## config.mk

```make
export PLATFORM = sky130hd
export DESIGN_NAME = approx_ripple_adder
export DESIGN_NICKNAME = d
export VERILOG_FILES = /design/src/rtl/approx_add_pkg.sv /design/src/rtl/fa_exact.sv /design/src/rtl/fa_approx.sv /design/src/rtl/approx_ripple_adder.sv
export SDC_FILE = /design/constraint.sdc
export NUM_CORES = 1
export LEC_CHECK = 0
export ABC_AREA = 1
export BUFFER_PORTS_ARGS = -buffer_cell sky130_fd_sc_hd__buf_2
export CAP_MARGIN = 20
export CORE_AREA = 4 4 41 43
export DETAILED_ROUTE_END_ITERATION = 6
export DIE_AREA = 0 0 45 47
export MAX_ROUTING_LAYER = met4
export PLACE_DENSITY = 0.77
export SETUP_SLACK_MARGIN = 0.15
export SLEW_MARGIN = 25
export SYNTH_ARGS = -nofsm -noshare
export SYNTH_HDL_FRONTEND = slang
export SYNTH_SLANG_ARGS = --single-unit
export TNS_END_PERCENT = 1
```

## constraint.sdc

```tcl
create_clock -name vclk -period 3.83
set_clock_uncertainty 0.1 [all_clocks]
set_input_delay 0 -clock vclk [all_inputs]
set_output_delay 0 -clock vclk [all_outputs]
set_load 0.005 [all_outputs]
```

## src/rtl/approx_add_pkg.sv

```systemverilog
package approx_add_pkg;
  typedef enum logic [1:0] {
    CELL_VAR_A = 2'b00,
    CELL_VAR_B = 2'b01,
    CELL_VAR_C = 2'b10,
    CELL_VAR_D = 2'b11
  } cell_mode_e;
endpackage

```

## src/rtl/fa_exact.sv

```systemverilog
module fa_exact (
  input  logic x_i,
  input  logic y_i,
  input  logic c_i,
  output logic s_o,
  output logic c_o
);
  always_comb begin
    s_o = x_i ^ y_i ^ c_i;
    c_o = (x_i & y_i) | (x_i & c_i) | (y_i & c_i);
  end
endmodule

```

## src/rtl/fa_approx.sv

```systemverilog
module fa_approx
  import approx_add_pkg::*;
(
  input  logic       x_i,
  input  logic       y_i,
  input  logic       c_i,
  input  logic [1:0] mode_i,
  output logic       s_o,
  output logic       c_o
);
  logic carry_trim;   // majority with the x&c term dropped
  logic carry_full;   // true majority
  logic all_ones;
  logic any_op;
  cell_mode_e mode;

  always_comb begin
    mode       = cell_mode_e'(mode_i);
    carry_trim = y_i & (x_i | c_i);
    carry_full = (x_i & y_i) | (x_i & c_i) | (y_i & c_i);
    all_ones   = x_i & y_i & c_i;
    any_op     = x_i | y_i;
    unique case (mode)
      CELL_VAR_A: begin
        c_o = carry_trim;
        s_o = carry_trim ? all_ones : any_op;
      end
      CELL_VAR_B: begin
        c_o = carry_full;
        s_o = ~carry_full;
      end
      CELL_VAR_C: begin
        c_o = carry_trim;
        s_o = ~carry_trim;
      end
      default: begin
        c_o = x_i;
        s_o = x_i ? all_ones : any_op;
      end
    endcase
  end
endmodule

```

## src/rtl/approx_ripple_adder.sv

```systemverilog
module approx_ripple_adder #(
  parameter int WIDTH       = 8,
  parameter int APPROX_BITS = 4
) (
  input  logic [WIDTH-1:0] a_i,
  input  logic [WIDTH-1:0] b_i,
  input  logic             cin_i,
  input  logic [1:0]       mode_i,
  output logic [WIDTH-1:0] sum_o,
  output logic             cout_o
);
  localparam int NUM_APPROX = (APPROX_BITS > WIDTH) ? WIDTH :
                              (APPROX_BITS < 0) ? 0 : APPROX_BITS;

  logic [WIDTH:0] carry;

  assign carry[0] = cin_i;
  assign cout_o   = carry[WIDTH];

  for (genvar i = 0; i < WIDTH; i++) begin : g_bit
    if (i < NUM_APPROX) begin : g_apx
      fa_approx u_cell (
        .x_i   (a_i[i]),
        .y_i   (b_i[i]),
        .c_i   (carry[i]),
        .mode_i(mode_i),
        .s_o   (sum_o[i]),
        .c_o   (carry[i+1])
      );
    end else begin : g_exa
      fa_exact u_cell (
        .x_i(a_i[i]),
        .y_i(b_i[i]),
        .c_i(carry[i]),
        .s_o(sum_o[i]),
        .c_o(carry[i+1])
      );
    end
  end
endmodule

```

==> results.txt <==
Initial antenna violation count -> 0
Pre-antenna DRT Iters -> 4
GRT Resource Usage Total -> 12.8%
IO Port Bufs -> 28
Power per Cell Area -> 136 nW/um^2
Setup violators final -> 0
Drt total wl -> 1.31 mm
Initial Utilization -> 45.7%
Average wire per standard cell -> 10.2 um
Core area -> 1300 um^2
Slew Limit Fails -> 0
Post-Synthesis Cells -> 94
Max stage delay on crit path -> 0.40 ns
Min-delay src -> b_i[5]
Syn Area/Cell -> 6.32 um^2
Fill cell count -> 140
Chip height -> 47 um
Remaining DRCs -> 0
DIE WIDTH -> 45 um
Layout area overhead -> 16.6%
Fmax -> 0.324 GHz
CP Cell Sequence -> buf_2 -> nand2_2 -> inv_2 -> nand2_2 -> nand2_2 -> clkinv_4 -> nand3_2 -> nand3_2 -> nand3_2 -> nand3_2 -> nand3_1 -> nand2_1 -> nor2_1 -> nor2_1 -> fa_1 -> fa_1 -> fa_1 -> inv_1 -> fa_1 -> inv_1 -> buf_2
Crit Path Max Fanout -> 6
Via density -> 5.05
Max Cap Viol -> 0
Slew Limit Headroom -> 79.5%
Hold buffers post-CTS -> 0
Share of layout cells above drive strength 1 -> 42.1%
VDD IR max -> 0.0455 mV
Pin count of the biggest net entering global routing -> 7
IO Count -> 28
Vias -> 652
Commonest non-fill, non-tap cells in the layout -> buf_2 (28), nand2_1 (23), inv_1 (9)
FF+latch count -> 0
Min-Delay Path Class -> input pin to primary output
Post-cts resize count -> 0
Commonest non-fill, non-tap cell in the layout -> buf_2
Fin crit period -> 3.08 ns
DR iter-0 viols -> 6
Mapped Area -> 594 um^2
Antenna diodes -> 0
Crit path DAT -> 2.98 ns
Leakage -> 0.372 nW
Worst path slowest cell -> fa_1
Reg area -> 0 um^2
Nets -> 139
Fraction of the cycle the final worst path needs -> 80.5%
Hold Fails Final Rpt -> 0
Vias in the first global route -> 529
Least-Margin Pin Slew -> 0.306 ns
Mapped Nets -> 117
Clk_buf instances -> 0
First-pass GRT wire length -> 2.07 mm
Routability Congestion -> 0.894
Worst Path Class, Setup -> input pin to primary output
Setup bufs post-CTS -> 0
Standard-cell rows -> 13
Hold_ws -> 0.230 ns
Die area -> 2120 um^2
HPWL Detailed -> 1.15 mm
Number of synthesis warnings -> 0
Setup TNS -> 0 ns
ANT nets after route -> 0
Type of origin of the critical path -> input pin
Grt total ovfl -> 0
Synth cell types -> 21
Run status -> complete, no violations
RSZ-0062 raised after global routing -> false
Critical path origin -> mode_i[1]
Register area share after synthesis -> 0%
Required time of the critical path -> 3.73 ns
CP Capture Type -> primary output
## cells in the mapped netlist
master	instances	area, um^2
nand4_1	1	6.26
or2_2	1	6.26
nor2_1	8	30.0
nand2_2	4	25.0
o22ai_1	2	12.5
a21oi_1	3	15.0
inv_1	9	33.8
buf_4	8	60.1
o21ai_1	1	5.00
o21ai_0	6	30.0
a21oi_4	2	32.5
a21oi_2	1	8.76
clkinv_4	1	8.76
fa_1	4	80.1
nand3_2	7	70.1
nand3_1	7	35.0
nand3_4	1	17.5
o2111ai_1	2	17.5
nand2_1	23	86.3
nor2_2	1	6.26
inv_2	2	7.51
## critical path: cells and delay by family
family | cells | cell delay, ns
and+or+nand+nor | 11 | 0.91
adders and majority gates | 4 | 1.53
buffers and inverters | 6 | 0.53
## where the power goes
part / switching [mW] / internal [mW]
sequential: 0 / 0
clock: 0 / 0
combinational: 0.0536 / 0.0409
## cell families (layout without fill, tap and decap cells)
| logic type | after synthesis | after routing | synth area share, % |
|---|---|---|---|
| compound gates | 17 | 17 | 20.4 |
| fa+ha+maj | 4 | 4 | 13.5 |
| buf+inv | 20 | 40 | 18.5 |
| simple gates | 53 | 53 | 47.6 |
## path summary, 6_finish.rpt
check,slack [ns],endpoint,depth (start not counted)
max,0.75,sum_o[7],21
min,0.23,sum_o[5],3
## layer usage
metal	part of all wire, %	track usage [%]	vias to the layer above
met5	0	-	-
met4	0	0	0
met3	5.5	0	0
met2	51	23.2	15
met1	43	17.1	288
li1	-	-	349
## cell type report
class,instances,area [um^2],share of cell area [%]
Tap cell,15,18.8,2.71
Inverter,12,50.0,7.22
Timing Repair Buffer,28,140,20.2
Multi-Input combinational cell,74,484,69.9
## stage by stage
stage | utilization, % | cells | area (um^2) | power (mW) | setup WS (ns)
finish | 53.3 | 129 | 693 | 0.0946 | 0.747
global route | 53.3 | 129 | 693 | 0.109 | 0.501
CTS | 53.3 | 129 | 693 | 0.0960 | 0.726
detailed placement | 53.3 | 129 | 693 | 0.0958 | 0.728
global placement | 53.3 | 129 | 693 | 0.0940 | 0.781
floorplan | - | 94 | 594 | 0.0768 | 1.05
Note: power is estimated with default switching activity, not from simulation.
